`src/rtl/sd3_pkg.sv`:
```
`timescale 1ns/1ps
package sd3_pkg;

  typedef logic [1:0] sdig_t;

  localparam sdig_t SD_ZERO = 2'b00;
  localparam sdig_t SD_POS  = 2'b01;
  localparam sdig_t SD_NEG  = 2'b11;

  // layer one pushes odd pair sums up, layer two keeps them local
  typedef enum logic {RULE_PUSH, RULE_KEEP} rule_e;

  function automatic logic signed [2:0] sd_dec(sdig_t d);
    logic signed [2:0] v;
    case (d)
      SD_POS:  v = 3'sd1;
      SD_NEG:  v = -3'sd1;
      default: v = 3'sd0;  // 10 read as zero
    endcase
    return v;
  endfunction

  function automatic sdig_t sd_enc(logic signed [2:0] v);
    sdig_t d;
    if (v == 3'sd1)       d = SD_POS;
    else if (v == -3'sd1) d = SD_NEG;
    else                  d = SD_ZERO;
    return d;
  endfunction

endpackage

```
`src/rtl/sd3_tw_cell.sv`:
```
`timescale 1ns/1ps
module sd3_tw_cell
  import sd3_pkg::*;
#(
  parameter rule_e RULE = RULE_PUSH
) (
  input  sdig_t x_i,
  input  sdig_t y_i,
  output sdig_t t_o,
  output sdig_t w_o
);

  logic signed [2:0] pair_sum;
  logic signed [2:0] t_val;
  logic signed [2:0] w_val;

  assign pair_sum = sd_dec(x_i) + sd_dec(y_i);

  // +-2 and 0 are common to both layers; +-1 picks the rule
  generate
    if (RULE == RULE_PUSH) begin : g_push
      always_comb begin
        t_val = 3'sd0;
        w_val = 3'sd0;
        case (pair_sum)
          3'sd2:  t_val = 3'sd1;
          -3'sd2: t_val = -3'sd1;
          3'sd1: begin
            t_val = 3'sd1;
            w_val = -3'sd1;
          end
          -3'sd1: begin
            t_val = -3'sd1;
            w_val = 3'sd1;
          end
          default: ;
        endcase
      end
    end else begin : g_keep
      always_comb begin
        t_val = 3'sd0;
        w_val = 3'sd0;
        case (pair_sum)
          3'sd2:   t_val = 3'sd1;
          -3'sd2:  t_val = -3'sd1;
          3'sd1:   w_val = 3'sd1;
          -3'sd1:  w_val = -3'sd1;
          default: ;
        endcase
      end
    end
  endgenerate

  assign t_o = sd_enc(t_val);
  assign w_o = sd_enc(w_val);

endmodule

```
`src/rtl/sd3_sum_cell.sv`:
```
`timescale 1ns/1ps
module sd3_sum_cell
  import sd3_pkg::*;
(
  input  sdig_t x_i,
  input  sdig_t y_i,
  output sdig_t d_o
);

  logic signed [2:0] pair_sum;

  // operands never share a nonzero sign here
  assign pair_sum = sd_dec(x_i) + sd_dec(y_i);
  assign d_o      = sd_enc(pair_sum);

endmodule

```
`src/rtl/sd3_adder.sv`:
```
`timescale 1ns/1ps
module sd3_adder
  import sd3_pkg::*;
#(
  parameter int N = 5
) (
  input  logic [2*N-1:0]     a_i,
  input  logic [2*N-1:0]     b_i,
  output logic [2*(N+1)-1:0] sum_o
);

  localparam int NOUT = N + 1;

  sdig_t a_d  [N];
  sdig_t b_d  [N];
  sdig_t t1   [N];
  sdig_t w1   [N];
  sdig_t t2   [N];
  sdig_t w2   [NOUT];
  sdig_t sd   [NOUT];

  generate
    for (genvar i = 0; i < N; i++) begin : g_l1
      assign a_d[i] = a_i[2*i +: 2];
      assign b_d[i] = b_i[2*i +: 2];

      sd3_tw_cell #(.RULE(RULE_PUSH)) u_l1 (
        .x_i(a_d[i]),
        .y_i(b_d[i]),
        .t_o(t1[i]),
        .w_o(w1[i])
      );
    end

    for (genvar i = 0; i < N; i++) begin : g_l2
      if (i == 0) begin : g_lo
        sd3_tw_cell #(.RULE(RULE_KEEP)) u_l2 (
          .x_i(w1[i]),
          .y_i(SD_ZERO),
          .t_o(t2[i]),
          .w_o(w2[i])
        );
      end else begin : g_mid
        sd3_tw_cell #(.RULE(RULE_KEEP)) u_l2 (
          .x_i(w1[i]),
          .y_i(t1[i-1]),
          .t_o(t2[i]),
          .w_o(w2[i])
        );
      end
    end

    // top position: single incoming transfer, weight passes it through
    assign w2[N] = t1[N-1];

    for (genvar i = 0; i < NOUT; i++) begin : g_l3
      if (i == 0) begin : g_lo
        sd3_sum_cell u_l3 (
          .x_i(w2[i]),
          .y_i(SD_ZERO),
          .d_o(sd[i])
        );
      end else begin : g_up
        sd3_sum_cell u_l3 (
          .x_i(w2[i]),
          .y_i(t2[i-1]),
          .d_o(sd[i])
        );
      end
      assign sum_o[2*i +: 2] = sd[i];
    end
  endgenerate

endmodule

```
`config.mk`:
```
export PLATFORM = sky130hd
export DESIGN_NAME = sd3_adder
export DESIGN_NICKNAME = d
export VERILOG_FILES = /design/src/rtl/sd3_pkg.sv /design/src/rtl/sd3_tw_cell.sv /design/src/rtl/sd3_sum_cell.sv /design/src/rtl/sd3_adder.sv
export SDC_FILE = /design/constraint.sdc
export NUM_CORES = 1
export LEC_CHECK = 0
export BUFFER_PORTS_ARGS = -buffer_cell sky130_fd_sc_hd__buf_2
export CAP_MARGIN = 20
export CORE_MARGIN = 5
export CORE_UTILIZATION = 60
export DETAILED_ROUTE_END_ITERATION = 12
export PLACE_DENSITY_LB_ADDON = 0.15
export SLEW_MARGIN = 10
export SYNTH_ARGS = -nofsm -noshare
export SYNTH_HDL_FRONTEND = slang
export SYNTH_HIERARCHICAL = 1
export SYNTH_SLANG_ARGS = --single-unit
```
`constraint.sdc`:
```
create_clock -name vclk -period 7
set_input_delay 0.35 -clock vclk [all_inputs]
set_output_delay 0.35 -clock vclk [all_outputs]
set_load 0.01 [all_outputs]
```
==> results.yml <==
global_routing:
  grt_busiest_layer: "met2"
  use_met1_pct: 14.4
  antenna_found_initial: 0
  gr-usage-met3_pct: 0.899
  use_met2_pct: 28.2
  grt_pass1_wl_mm: 4.71
  grtUsageTotal_pct: 13.4
  grt_max_degree: 5
  overflow: 0
  grt_pass1_vias: 1262
timing:
  maxSlewViolCount: 0
  finalSetupViolCount: 0
  rsz0062_at_grt: "no"
  final.min_clock_period_ns: 4.15
  final.setup.tns_ns: 0
  fmax_mhz: 241
  hold_violations: 0
  period_share_pct: 59.2
  setup_ws_ns: 2.85
layout:
  seq_cell_count: 0
  drive_gt1_share_pct: 22.7
  nClkBuffers: 0
  final_cell_area_um2: 1750
  diodes: 0
  fin_nets: 272
  area_growth_pct: 5.92
  seqCellArea_um2: 0
detailed_routing:
  drt_wl_total_mm: 2.38
  drt-pass1-iter-count: 2
  drt-initial-drc-count: 13
  post-route-drc-count: 0
  detail-route-antenna-nets: 0
  wire_per_inst_um: 10.0
  vias_per_cell: 4.71
  vias: 1122
critical_path:
  worstSetupPathType: "in2out"
  required_ns: 6.65
  crit_path_end_kind: "output pin"
  crit_path_cell_trace: "buf_2, and2_1, inv_1, fa_1, nor2b_2, o21a_1, ha_1, fa_1, xor2_1, and2_1, ha_1, inv_1, fa_1, xnor2_1, and2_1, buf_2"
  critPathLaunch: "b_i[6]"
  worst_path_max_delay_cell: "fa_1"
  crit_path_end: "sum_o[6]"
  critPathMaxStageDelay_ns: 0.62
  start_kind: "input pin"
  crit_path_max_fanout: 4
  worstPathArrival_ns: 3.80
power:
  combPwrFrac_pct: 100.0
  p_clk_share_pct: 0
  peakVddDrop_v: 0.0000927
  power_w: 0.000218
  intPower_w: 0.000109
  power_switching_w: 0.000109
  swShare_pct: 50.0
  p_per_area_nw_per_um2: 125
  p_seq_share_pct: 0
  p_leak_nw: 0.730
synth:
  synth_cells: 202
  ys_types: 14
  syn_avg_cell_area_um2: 8.16
  yosysSeqAreaShare_pct: 0
  netlist_area_um2: 1650
  yosys_warnings: 6
place:
  placed_area_um2: 1750
  post-dp-hpwl_mm: 2.26
  pre_cts_ws_ns: 2.85
  place.gp.congestion: 0.735
  port_buffers: 32
floorplan:
  die_w_um: 62.4
  fp.dieH_um: 62.4
  start_util_pct: 61.4
  die-area_um2: 3900
  num_rows: 19
  pin_count: 32
  core_um2: 2690
hold_path:
  hp-class: "in2out"
clocking:
  cts_resized: 0
  post-cts-setup-buffers: 0
  cts.hold.buffers_added: 0
run_status:
  outcome: "completed"
job:
  maxCapViolations: 0
worst max-delay path, delay by kind of cell:
| family | cells | cell delay, ns |
|---|---|---|
| AO/OA/AOI/OAI | 1 | 0.20 |
| AND/OR/NAND/NOR | 4 | 0.57 |
| adder cells (fa/ha/maj) | 5 | 1.99 |
| buffers and inverters | 4 | 0.36 |
| XOR/XNOR | 2 | 0.32 |
synthesized netlist by cell type:
cell type | number | area, µm²
clkbuf_1 | 32 | 120
fa_1 | 27 | 541
and2_1 | 26 | 163
nand2_1 | 22 | 82.6
inv_1 | 21 | 78.8
ha_1 | 16 | 200
nor3b_1 | 11 | 82.6
xnor2_1 | 11 | 96.3
nor2b_1 | 10 | 62.6
nor2b_2 | 10 | 87.6
and3b_2 | 5 | 50.1
o21a_1 | 5 | 37.5
xor2_1 | 5 | 43.8
conb_1 | 1 | 3.75
final cells by class:
type,count,area (µm²)
multi-input combinational,154,1470
fill,244,940
timing repair buffer,32,160
inverter,21,78.8
tap,31,38.8
routing by layer:
layer  up-vias  wire length, µm
li1        577                -
met1       520              948
met2        21             1320
met3         4               89
met4         0               22
met5         -                0
worst min-delay path by stage:
stage,start,to,cells past startpoint
finish,b_i[8],sum_o[10],7
global placement,b_i[8],sum_o[10],7
global route,b_i[8],sum_o[10],7
detailed placement,b_i[8],sum_o[10],7
floorplan,b_i[8],sum_o[11],7
CTS,b_i[8],sum_o[10],7
cell families after synthesis:
family	count (synthesis)	synth area share [%]
other	1	0.227
AO/OA/AOI/OAI	5	2.28
adder cells (fa/ha/maj)	43	44.9
buffers and inverters	53	12.1
AND/OR/NAND/NOR	84	32.0
XOR/XNOR	16	8.50
cell usage in the layout, fill, tap and decap left out:
| master | synthesis | layout |
|---|---|---|
| fa_1 | 27 | 27 |
| and2_1 | 26 | 26 |
| nor2b_2 | 10 | 10 |
| nor3b_1 | 11 | 11 |
| ha_1 | 16 | 16 |
| xor2_1 | 5 | 5 |
| nor2b_1 | 10 | 10 |
| buf_2 | 0 | 32 |
| o21a_1 | 5 | 5 |
| conb_1 | 1 | 6 |
| xnor2_1 | 11 | 11 |
| nand2_1 | 22 | 22 |
| and3b_2 | 5 | 5 |
| inv_1 | 21 | 21 |
power by group through the flow:
stage | clock network [W] | logic (W) | registers [W]
3_3_place_gp | 0 | 0.000210 | 0
2_1_floorplan | 0 | 0.000185 | 0
4_1_cts | 0 | 0.000221 | 0
6_report | 0 | 0.000218 | 0
5_1_grt | 0 | 0.000248 | 0
3_5_place_dp | 0 | 0.000219 | 0
through the flow:
step | hold slack, ns | instances | util [%]
2_1_floorplan | 1.53 | 207 | -
3_3_place_gp | 1.61 | 238 | 65.0
3_5_place_dp | 1.64 | 238 | 65.0
4_1_cts | 1.65 | 238 | 65.0
5_1_grt | 1.73 | 238 | 65.0
6_report | 1.64 | 238 | 65.0
Note: power is estimated with default switching activity, not from simulation.
